`src/rtl/flash_wstat_pkg.sv`:
```
package flash_wstat_pkg;
    localparam int POLL_POS = 7;
    localparam int TGL_POS  = 6;
    localparam int SUSP_POS = 2;

    typedef enum logic [1:0] {
        RK_ARRAY = 2'd0,
        RK_PROG  = 2'd1,
        RK_ERASE = 2'd2,
        RK_SUSP  = 2'd3
    } rd_kind_e;
endpackage

```
`src/rtl/flash_wstat_edge.sv`:
```
module flash_wstat_edge (
    input  logic clk,
    input  logic rst_n,
    input  logic strobe_i,
    output logic rd_evt_o
);
    logic prev_q, prev_d;

    always_comb begin
        prev_d   = strobe_i;
        rd_evt_o = strobe_i && !prev_q;
    end

    always_ff @(posedge clk or negedge rst_n) begin
        if (!rst_n) prev_q <= 1'b0;
        else        prev_q <= prev_d;
    end

    AST_ONE_EVENT_PER_PULSE: assert property (@(posedge clk) disable iff (!rst_n)
        rd_evt_o |=> !rd_evt_o);
endmodule

```
`src/rtl/flash_wstat_toggles.sv`:
```
module flash_wstat_toggles (
    input  logic clk,
    input  logic rst_n,
    input  logic rd_evt_i,
    input  logic alg_busy_i,
    input  logic susp_hit_i,
    output logic tgl_nxt_o,
    output logic susp_tgl_nxt_o
);
    typedef struct packed {
        logic tgl;
        logic susp_tgl;
    } tgl_t;

    tgl_t st_q, st_d;

    always_comb begin
        st_d = st_q;
        if (rd_evt_i && alg_busy_i) st_d.tgl      = !st_q.tgl;
        if (rd_evt_i && susp_hit_i) st_d.susp_tgl = !st_q.susp_tgl;
        tgl_nxt_o      = st_d.tgl;
        susp_tgl_nxt_o = st_d.susp_tgl;
    end

    always_ff @(posedge clk or negedge rst_n) begin
        if (!rst_n) st_q <= '0;
        else        st_q <= st_d;
    end

    AST_TGL_HOLD_IDLE: assert property (@(posedge clk) disable iff (!rst_n)
        !(rd_evt_i && alg_busy_i) |=> $stable(st_q.tgl));
    AST_SUSP_TGL_ONLY_HIT: assert property (@(posedge clk) disable iff (!rst_n)
        !(rd_evt_i && susp_hit_i) |=> $stable(st_q.susp_tgl));
    AST_TGL_FLIPS_BUSY: assert property (@(posedge clk) disable iff (!rst_n)
        (rd_evt_i && alg_busy_i) |=> st_q.tgl != $past(st_q.tgl));
endmodule

```
`src/rtl/flash_wstat_mux.sv`:
```
module flash_wstat_mux
    import flash_wstat_pkg::*;
#(
    parameter int DATA_W = 8
) (
    input  rd_kind_e          kind_i,
    input  logic              prog_msb_i,
    input  logic              tgl_i,
    input  logic              susp_tgl_i,
    input  logic [DATA_W-1:0] array_i,
    output logic [DATA_W-1:0] word_o,
    output logic              is_status_o
);
    always_comb begin
        word_o      = '0;
        is_status_o = (kind_i != RK_ARRAY);
        if (kind_i == RK_ARRAY) begin
            word_o = array_i;
        end else begin
            word_o[TGL_POS]  = tgl_i;
            word_o[SUSP_POS] = susp_tgl_i;
            case (kind_i)
                RK_PROG:  word_o[POLL_POS] = !prog_msb_i;
                RK_ERASE: word_o[POLL_POS] = 1'b0;
                default:  word_o[POLL_POS] = 1'b1;
            endcase
        end
    end
endmodule

```
`src/rtl/flash_wstat_top.sv`:
```
module flash_wstat_top
    import flash_wstat_pkg::*;
#(
    parameter int DATA_W = 8,
    parameter int SECT_W = 4
) (
    input  logic              clk,
    input  logic              rst_n,
    input  logic              prog_busy_i,
    input  logic              erase_busy_i,
    input  logic              erase_susp_i,
    input  logic              prog_msb_i,
    input  logic [SECT_W-1:0] susp_sector_i,
    input  logic              rd_strobe_i,
    input  logic [SECT_W-1:0] rd_sector_i,
    input  logic [DATA_W-1:0] array_data_i,
    output logic [DATA_W-1:0] rd_data_o,
    output logic              rd_status_o,
    output logic              rb_pull_low_o
);
    localparam int STATUS_MASK = (1 << POLL_POS) | (1 << TGL_POS) | (1 << SUSP_POS);

    typedef struct packed {
        logic [DATA_W-1:0] dq;
        logic              st;
        logic              rb;
    } out_t;

    out_t              cur_q, nxt_d;
    logic              rd_evt, alg_busy, susp_hit, tgl_nxt, susp_tgl_nxt, word_st;
    logic [DATA_W-1:0] word;
    rd_kind_e          kind;

    flash_wstat_edge u_edge (
        .clk(clk), .rst_n(rst_n), .strobe_i(rd_strobe_i), .rd_evt_o(rd_evt)
    );

    always_comb begin
        alg_busy = prog_busy_i || erase_busy_i;
        susp_hit = erase_susp_i && (rd_sector_i == susp_sector_i);
        if (prog_busy_i)       kind = RK_PROG;
        else if (erase_busy_i) kind = RK_ERASE;
        else if (susp_hit)     kind = RK_SUSP;
        else                   kind = RK_ARRAY;
    end

    flash_wstat_toggles u_tgl (
        .clk(clk), .rst_n(rst_n), .rd_evt_i(rd_evt), .alg_busy_i(alg_busy),
        .susp_hit_i(susp_hit), .tgl_nxt_o(tgl_nxt), .susp_tgl_nxt_o(susp_tgl_nxt)
    );

    flash_wstat_mux #(.DATA_W(DATA_W)) u_mux (
        .kind_i(kind), .prog_msb_i(prog_msb_i), .tgl_i(tgl_nxt),
        .susp_tgl_i(susp_tgl_nxt), .array_i(array_data_i),
        .word_o(word), .is_status_o(word_st)
    );

    always_comb begin
        nxt_d    = cur_q;
        nxt_d.rb = alg_busy;
        if (rd_evt) begin
            nxt_d.dq = word;
            nxt_d.st = word_st;
        end
    end

    always_ff @(posedge clk or negedge rst_n) begin
        if (!rst_n) cur_q <= '0;
        else        cur_q <= nxt_d;
    end

    assign rd_data_o     = cur_q.dq;
    assign rd_status_o   = cur_q.st;
    assign rb_pull_low_o = cur_q.rb;

    AST_RB_FOLLOWS_BUSY: assert property (@(posedge clk) disable iff (!rst_n)
        (prog_busy_i || erase_busy_i) |=> rb_pull_low_o);
    AST_RB_RELEASE: assert property (@(posedge clk) disable iff (!rst_n)
        !(prog_busy_i || erase_busy_i) |=> !rb_pull_low_o);
    AST_PROG_POLL_INV: assert property (@(posedge clk) disable iff (!rst_n)
        (rd_evt && prog_busy_i) |=> rd_status_o && (rd_data_o[POLL_POS] == !$past(prog_msb_i)));
    AST_ARRAY_PASS: assert property (@(posedge clk) disable iff (!rst_n)
        (rd_evt && !alg_busy && !susp_hit) |=> !rd_status_o && (rd_data_o == $past(array_data_i)));
    AST_HOLD_NO_READ: assert property (@(posedge clk) disable iff (!rst_n)
        !rd_evt |=> $stable(rd_data_o) && $stable(rd_status_o));
    AST_STATUS_CLEAN: assert property (@(posedge clk) disable iff (!rst_n)
        rd_status_o |-> ((rd_data_o & ~DATA_W'(STATUS_MASK)) == '0));
endmodule

```
`config.mk`:
```
export PLATFORM = sky130hd
export DESIGN_NAME = flash_wstat_top
export DESIGN_NICKNAME = d
export VERILOG_FILES = /design/src/rtl/flash_wstat_pkg.sv /design/src/rtl/flash_wstat_edge.sv /design/src/rtl/flash_wstat_toggles.sv /design/src/rtl/flash_wstat_mux.sv /design/src/rtl/flash_wstat_top.sv
export SDC_FILE = /design/constraint.sdc
export NUM_CORES = 1
export LEC_CHECK = 0
export BUFFER_PORTS_ARGS = -buffer_cell sky130_fd_sc_hd__buf_2
export CAP_MARGIN = 15
export CORE_MARGIN = 2
export CORE_UTILIZATION = 45
export CTS_BUF_LIST = sky130_fd_sc_hd__clkbuf_8 sky130_fd_sc_hd__clkbuf_16
export DETAILED_ROUTE_END_ITERATION = 8
export MAX_ROUTING_LAYER = met4
export PLACE_DENSITY = 0.91
export RECOVER_POWER = 50
export SYNTH_ARGS = -nofsm -noshare
export SYNTH_HDL_FRONTEND = slang
export SYNTH_SLANG_ARGS = --single-unit
```
`constraint.sdc`:
```
create_clock -name clk -period 1.8 [get_ports clk]
set_input_delay 0.36 -clock clk [delete_from_list [all_inputs] [get_ports clk]]
set_output_delay 0.36 -clock clk [all_outputs]
set_load 0.03 [all_outputs]
```
==> run metrics, run 1 <==
drt wl/cell 13.9 um; Pre-Repair DR Iteration Count 4; post-synth top area share 0.542; CTS tree built; Layout area overhead 37.3%; antenna violations before repair 0; post-synthesis sequential area ratio 0.542; Lkg Pwr 0.407 nW; Post-Syn Area per Cell 11.8 sq um; via count 536; Final setup viols 0; status finished, final reports clean; Die W between 40 and 50 um; measured slew at the worst slew-check pin 681 ps; Max-cap violations 0; clock skew 2.02 ps; r2r worst-path depth 4; Pins Over Slew Limit 0; Clock transition at path regs 50 ps; reg-to-reg startpoint u_edge.prev_q; Synth warnings 0; Unique masters post-synth 24; post-route ant nets 0; cell taking the most area after synthesis dfrtp_1; global router's overall resource usage 0.217; Hold Path Stages 1; Post-CTS Resized 0; DP Wirelength 1.08 mm; register-to-register setup slack 470 ps; layout cells sized above 1 0.425; chip height approximately 40 um; Final Wtd Congestion 0.796; Layout Cells excl Fill a little over 100; accumulated negative setup slack 0 ps; first-pass GRT wire length roughly 2.1 mm; Data required, critical path 1980 ps; minimum clock period 1330 ps; maximum vdd drop around 580 uV; crit path DAT 1500 ps; CP Max Fanout 7; CP Launch Type flip-flop; TritonCTS Buffers 3; total gr overflow 0; clock tree buffer depth 2; vias in the first global route around 510; synth top area cells dfrtp_1, a22o_1, xor2_1; detailed-route DRC error count 0; final cell area excluding filler cells just over 800 sq um; Site Rows 13; r2r endpoint rd_data_o[4]; Critical path origin u_edge.prev_q; Hold Fails Final Rpt 0; Slew Limit Headroom 0.546; root buf cell clkbuf_8; H-tree depth 1; setup slack after layout 470 ps; kind of critical path flip-flop to flip-flop; Worst Setup End Kind flip-flop; initial core utilization 0.473; Layout Nets 111; Clock Latency Late Sink 240 ps; Placement Setup Slack 348 ps; final worst path period share 0.739; diode count 0; input/output buffers 32; core area 1270 sq um; final wirelength 1.41 mm; PD cells 1040 nW/um^2; Post-Syn Area 601 sq um; io pins 33; Worst Hold Class input port to flip-flop; area post-placement 774 sq um; 1st-iter DRT viols 12; unrepaired setup endpoints after global routing false; die outline area roughly 1600 sq um; largest net degree at the start of global routing 14; synthesized instance count 51; clk sink count 13; Setup crit end rd_data_o[4]; Pwr Total 0.000857 W; FF+latch count, synth 13; Inst Count DP 97; drt via density 5.25; fmax 752 MHz; syn_nets 74
-- flip-flops by register name, indices dropped and copies added (netlist names) --
register	count
u_edge.prev_q	1
rb_pull_low_o	1
u_tgl.st_q	2
rd_status_o	1
rd_data_o	8
-- routing by layer --
metal	part of all wire	routed length [um]	GRT usage
met1	0.39	557	0.201
met2	0.53	748	0.373
met3	0.045	63	0.0556
met4	0.031	44	0.167
met5	0	0	-
-- worst max-delay path, stage by stage, from the launching register on --
cell and delay, ps:
dfrtp_1 380, and2b_2 280, nand2_1 140, a21oi_2 280
a22o_1 190
-- logic make-up after synthesis --
group,count (synthesis),share of synthesized area
buf+inv,4,0.0271
xor+xnor,6,0.0875
flops,13,0.542
compound gates,15,0.210
simple gates,13,0.133
-- synthesized netlist by cell type --
cell / count
dfrtp_1: 13
a22o_1: 5
nor2_1: 5
xor2_1: 4
inv_1: 3
nand2_1: 2
xnor2_1: 2
a211oi_1: 1
a211oi_2: 1
a21bo_2: 1
a21oi_1: 1
a21oi_2: 1
a221oi_1: 1
a31oi_1: 1
and2_4: 1
and2b_2: 1
and4_1: 1
buf_2: 1
nand2b_1: 1
nand3_1: 1
nor3_4: 1
o22ai_1: 1
o2bb2ai_1: 1
o32ai_1: 1
-- stage by stage --
step / hold slack [ps] / utilization
2_1_floorplan: 64.4 / -
3_3_place_gp: 253 / 0.610
3_5_place_dp: 256 / 0.610
4_1_cts: 259 / 0.654
5_1_grt: 284 / 0.650
6_report: 277 / 0.650
-- final cells by class --
type | count | area (sq um)
fill | 98 | 444
inverter | 3 | 11.3
timing repair buffer | 33 | 165
multi-input combinational | 34 | 259
clock buffer | 3 | 41.3
clock inverter | 1 | 3.75
sequential | 13 | 325
tap | 15 | 18.8
-- power breakdown --
group / switching (W) / total, W / internal [W]
sequential: 0.0000398 / 0.000385 / 0.000345
combinational: 0.000135 / 0.000220 / 0.0000856
clock: 0.000101 / 0.000252 / 0.000150
-- layout by cell type, fill, tap and decap left out --
cell type and count:
buf_2 28, dfrtp_1 13, nor2_1 5, a22o_1 5, xor2_1 4, inv_1 4, clkbuf_1 4, clkbuf_8 3
xnor2_1 2, nand2_1 2, nand2b_1 1, and2b_2 1, nor3_4 1, and2_4 1, nand3_1 1, a21oi_2 1
a211oi_1 1, and4_1 1, o32ai_1 1, a211oi_2 1, a21bo_2 1, a31oi_1 1, o2bb2ai_1 1, a21oi_1 1
a221oi_1 1, o22ai_1 1, dlygate4sd3_1 1
-- worst min-delay path by stage --
stage               slack, ps       endpoint         from
floorplan                  60  rb_pull_low_o        rst_n
global placement          250  u_tgl.st_q[0]        rst_n
detailed placement        260  u_tgl.st_q[0]        rst_n
CTS                       260  u_edge.prev_q  rd_strobe_i
global route              280  u_edge.prev_q  rd_strobe_i
finish                    280  u_edge.prev_q  rd_strobe_i
-- what timing repair did --
item / 4_1_cts / 5_1_grt
endpoints found under the hold margin: 6 / 0
setup endpoints to repair: 0 / 0
setup buffers: 0 / 0
hold buffers: 1 / 0
Power figures use the tool's default switching activity.
==> run 2: changes to the inputs <==
--- a/config.mk
+++ b/config.mk
@@ -8,11 +8,11 @@
 export BUFFER_PORTS_ARGS = -buffer_cell sky130_fd_sc_hd__buf_2
 export CAP_MARGIN = 15
 export CORE_MARGIN = 2
-export CORE_UTILIZATION = 45
+export CORE_UTILIZATION = 41
 export CTS_BUF_LIST = sky130_fd_sc_hd__clkbuf_8 sky130_fd_sc_hd__clkbuf_16
 export DETAILED_ROUTE_END_ITERATION = 8
 export MAX_ROUTING_LAYER = met4
-export PLACE_DENSITY = 0.91
+export PLACE_DENSITY = 0.85
 export RECOVER_POWER = 50
 export SYNTH_ARGS = -nofsm -noshare
 export SYNTH_HDL_FRONTEND = slang
==> constraint.sdc (replaced) <==
create_clock -name clk -period 1.4 [get_ports clk]
set_input_delay 0.28 -clock clk [delete_from_list [all_inputs] [get_ports clk]]
set_output_delay 0.28 -clock clk [all_outputs]
set_load 0.03 [all_outputs]
==> run metrics, run 2 (synthesis gave the netlist of run 1 again) <==
status finished, final reports clean; Final setup viols 0 (unchanged); clk sink count 13 (unchanged); Slew Limit Headroom 0.527 (-0.0192); Placement Setup Slack 46.3 ps (-302 ps); post-route ant nets 0 (unchanged); Worst Setup End Kind flip-flop; most frequent cells in the layout buf_2, dfrtp_1, nor2_1, a22o_1, clkbuf_1; Lkg Pwr 0.412 nW (+1.0%); Comb power frac 0.259 (+0.002); Worst path depth 4 (unchanged); Power Internal 0.000747 W (+29%); final cell area excluding filler cells 836 sq um (+1.4%); CP Max Fanout 7 (unchanged); layout cells sized above 1 0.420 (-0.00483); Clock Latency Late Sink 240 ps (about the same); Layout area overhead 39.2%; clock skew 1.40 ps (-0.622 ps); antenna violations before repair 0 (unchanged); io pins 33 (unchanged); drt via density 5.34 (+1.6%); initial core utilization 0.450 (-0.0231); Max-cap violations 0 (unchanged); drt wl/cell 14.5 um (+4.6%); accumulated negative setup slack 0 ps (unchanged); CP Launch Type flip-flop; CP delay by family, top simple AND/OR/NAND/NOR gates; root buf cell clkbuf_8; global router's overall resource usage 0.189 (-0.0281); largest net degree at the start of global routing 14 (unchanged); DP Wirelength 1.16 mm (+7.5%); setup slack after layout 101 ps (-369 ps); die outline area 1790 sq um (+8.8%); final wirelength 1.49 mm (+5.6%); Hold Fails Final Rpt 0 (unchanged); setup bufs post-CTS 0 (unchanged); PD cells 1320 nW/um^2 (+27%); Sw Pwr 0.000358 W (+30%); crit path DAT 1410 ps (-90 ps); final worst path period share 0.928 (+0.189); chip height 42.3 um (+4.3%); Pre-Repair DR Iteration Count 4 (unchanged); Clock transition at path regs 60 ps (about the same); maximum vdd drop 549 uV (-4.8%); measured slew at the worst slew-check pin 710 ps (+28.7 ps); Final Wtd Congestion 0.749 (-5.9%); 1st-iter DRT viols 4 (-8); kind of critical path flip-flop to flip-flop; CTS tree built; via count 550 (+2.6%); slowest stage delay, CP 360 ps (-20 ps); fmax 770 MHz (+2.4%); minimum clock period 1300 ps (-30.6 ps); input/output buffers 32 (unchanged); detailed-route DRC error count 0 (unchanged); CP cell instances and2b_2, nand2_1, o32ai_1, a211oi_2; TritonCTS Buffers 3 (unchanged); most common cell after layout, fill and taps aside buf_2; sw frac 0.324 (+0.00184); clock tree buffer depth 2 (unchanged); area post-placement 782 sq um (+0.97%); vias in the first global route 548 (+7.2%); Site Rows 13 (unchanged); Layout Nets 112 (+0.90%); Buf+Inv Stages, Crit Path 0 (unchanged); Pwr Total 0.00111 W (+29%); Pins Over Slew Limit 0 (unchanged); core area 1330 sq um (+5.1%); Worst Hold Class input port to flip-flop; r2r worst-path depth 4 (unchanged); unrepaired setup endpoints after global routing false; Hold WS 181 ps (-96.4 ps); Reg power frac 0.448 (about the same); max reg flops 8 (unchanged); first-pass GRT wire length 2.39 mm (+13%); clock power share 0.294 (about the same); H-tree depth 1 (unchanged); Slowest cell on crit path dfrtp_1; diode count 0 (unchanged); Die W 42.3 um (+4.3%); Data required, critical path 1510 ps (-470 ps); Hold Path Stages 1 (unchanged); total gr overflow 0 (unchanged)
==> run 2: cell types whose count changed in the layout (fill, tap and decap cells not counted) <==
cell / before / now
a21oi_2: 1 / 0
a21oi_4: 0 / 1
clkbuf_1: 4 / 5
==> run 2: worst paths after layout <==
kind / start / to / slack [ps]
setup / recovery: u_edge.prev_q / rd_data_o[2] / 100
max in group asynchronous: rst_n / rd_status_o / 350
hold / removal: rd_strobe_i / u_edge.prev_q / 180
min in group asynchronous: rst_n / u_tgl.st_q[0] / 600
setup reg to reg: u_edge.prev_q / rd_data_o[2] / 100
hold reg to reg: rd_data_o[5] / rd_data_o[5] / 500
==> run 2: metal layers <==
layer,GRT usage,vias up,wire (um)
met5,-,-,0
met4,0.0938,0,12
met3,0.0388,2,51
met2,0.323,15,843
met1,0.205,275,585
li1,-,258,-
==> run 2: final cells by class <==
cell class | instances | area, sq um
Timing Repair Buffer | 34 | 169
Tap cell | 15 | 18.8
Multi-Input combinational cell | 34 | 267
Fill cell | 123 | 498
Sequential cell | 13 | 325
Clock buffer | 3 | 41.3
Inverter | 3 | 11.3
Clock inverter | 1 | 3.75
==> run 2: metrics by stage <==
stage / util / instances
4_1_cts: 0.628 / 103
3_3_place_gp: 0.586 / 98
2_1_floorplan: - / 51
3_5_place_dp: 0.586 / 98
6_report: 0.627 / 103
5_1_grt: 0.627 / 103
==> run 2: timing repair <==
action	in CTS	in global routing
hold endpoints to repair	13	0
resized for setup	0	1
endpoints found under the setup margin	0	2
hold buffers	1	0
==> run 2: power groups by stage <==
stage	sequential, W	clock, W	combinational, W
6_report	0.000495	0.000325	0.000286
5_1_grt	0.000507	0.000351	0.000307
4_1_cts	0.000495	0.000338	0.000289
3_5_place_dp	0.000501	0	0.000286
3_3_place_gp	0.000496	0	0.000276
2_1_floorplan	0.000569	0	0.000107
==> run 2: worst register-to-register path, delay by kind of cell, from the launching register on <==
family,cells,cell delay [ps]
AOI/OAI and AO/OA,2,370
DFF,1,360
and+or+nand+nor,2,440
==> run 3: changes to the inputs <==
==> constraint.sdc (replaced) <==
create_clock -name clk -period 1.4 [get_ports clk]
set_input_delay 0.21 -clock clk [delete_from_list [all_inputs] [get_ports clk]]
set_output_delay 0.21 -clock clk [all_outputs]
set_load 0.03 [all_outputs]
==> run metrics, run 3 (synthesis gave the netlist of run 1 again) <==
Final Wtd Congestion 0.745 (-0.43%); drt via density 5.29 (-0.96%); PD cells 1320 nW/um^2 (about the same); Lkg Pwr 0.412 nW (about the same); Layout area overhead 39.0%; CP Max Fanout 6 (-1); Site Rows 13 (unchanged); Pre-Repair DR Iteration Count 4 (unchanged); largest net degree at the start of global routing 14 (unchanged); clock skew 1.28 ps (-0.120 ps); max reg flops 8 (unchanged); Worst path depth 4 (unchanged); unrepaired setup endpoints after global routing false; initial core utilization 0.450 (unchanged); detailed-route DRC error count 0 (unchanged); minimum clock period 1240 ps (-56.1 ps); kind of critical path flip-flop to flip-flop; fmax 805 MHz (+4.5%); CP cell instances and2b_2, nand2_1, a21oi_2, a22o_1; via count 550 (unchanged); measured slew at the worst slew-check pin 717 ps (+7.13 ps); Clock transition at path regs 50 ps (about the same); final core utilization 0.626 (-0.000938); CP Launch Type flip-flop; total gr overflow 0 (unchanged); status finished, final reports clean; Slowest cell on crit path dfrtp_1; setup bufs post-CTS 0 (unchanged); diode count 0 (unchanged); first-pass GRT wire length 2.52 mm (+5.5%); global router's overall resource usage 0.196 (+0.00777); Data required, critical path 1570 ps (+60 ps); layout cells sized above 1 0.416 (-0.00472); most common cell after layout, fill and taps aside buf_2; Max-cap violations 0 (unchanged); Final setup viols 0 (unchanged); maximum vdd drop 535 uV (-2.6%); Clock Latency Late Sink 240 ps (about the same); Hold Fails Final Rpt 0 (unchanged); Placement Setup Slack 138 ps (+91.6 ps); slowest stage delay, CP 370 ps (about the same); Buf+Inv Stages, Crit Path 0 (unchanged); antenna violations before repair 0 (unchanged); Post-CTS Resized 0 (unchanged); hold_buf cts 1 (unchanged); clock tree buffer depth 2 (unchanged); crit path DAT 1420 ps (about the same); CTS tree built; most frequent cells in the layout buf_2, dfrtp_1, clkbuf_1; TritonCTS Buffers 3 (unchanged); die outline area 1790 sq um (unchanged); input/output buffers 32 (unchanged); CP delay by family, top compound AO/OA/AOI/OAI gates; post-route ant nets 0 (unchanged); Worst Setup End Kind flip-flop; clk sink count 13 (unchanged); Slew Limit Headroom 0.522 (-0.00475); r2r worst-path depth 4 (unchanged); setup slack after layout 157 ps (+56.1 ps); Worst Hold Class input port to flip-flop; Die W 42.3 um (unchanged); H-tree depth 1 (unchanged); final wirelength 1.49 mm (about the same); Layout Nets 113 (+0.89%); core area 1330 sq um (unchanged); vias in the first global route 565 (+3.1%); Pins Over Slew Limit 0 (unchanged); DP Wirelength 1.11 mm (-3.9%); accumulated negative setup slack 0 ps (unchanged); drt wl/cell 14.3 um (-1.0%); io pins 33 (unchanged); chip height 42.3 um (unchanged); Hold Path Stages 1 (unchanged); Pwr Total 0.00110 W (-0.11%); final worst path period share 0.888 (-0.0400); 1st-iter DRT viols 8 (+4); root buf cell clkbuf_8
-- run 3: cell count changes in the layout (fill, tap and decap cells not counted), sizes merged --
cell | previous run | this run
clkbuf | 8 | 9
-- run 3: worst paths after layout --
| check | from | to | slack [ps] |
|---|---|---|---|
| max | u_edge.prev_q | rd_data_o[4] | 160 |
| min | rd_strobe_i | u_edge.prev_q | 130 |
| max reg2reg | u_edge.prev_q | rd_data_o[4] | 160 |
| min reg2reg | rd_data_o[5] | rd_data_o[5] | 510 |
| max in group asynchronous | rst_n | rd_data_o[5] | 400 |
| min in group asynchronous | rst_n | u_tgl.st_q[0] | 550 |
-- run 3: layer usage --
metal / routed length (um) / share of wire / track usage
met1: 588 / 0.39 / 0.220
met2: 828 / 0.55 / 0.335
met5: 0 / 0 / -
met3: 63 / 0.042 / 0.0388
met4: 11 / 0.0074 / 0.0875
-- run 3: cell type report --
type	count	area (sq um)
clock buffer	3	41.3
clock inverter	1	3.75
fill	115	499
inverter	3	11.3
multi-input combinational	34	259
sequential	13	325
tap	15	18.8
timing repair buffer	35	175
-- run 3: through the flow --
| stage | hold slack (ps) | std cells | instance area, sq um |
|---|---|---|---|
| after floorplan | -85.6 | 51 | 601 |
| after global placement | 103 | 99 | 790 |
| after detailed placement | 107 | 99 | 790 |
| after CTS | 114 | 104 | 845 |
| after global routing | 132 | 104 | 835 |
| final | 134 | 104 | 835 |
-- run 3: power by group --
group	switching (W)	internal, W
Sequential	0.0000521	0.000444
Combinational	0.000175	0.000111
Clock	0.000128	0.000193
Total	0.000356	0.000748
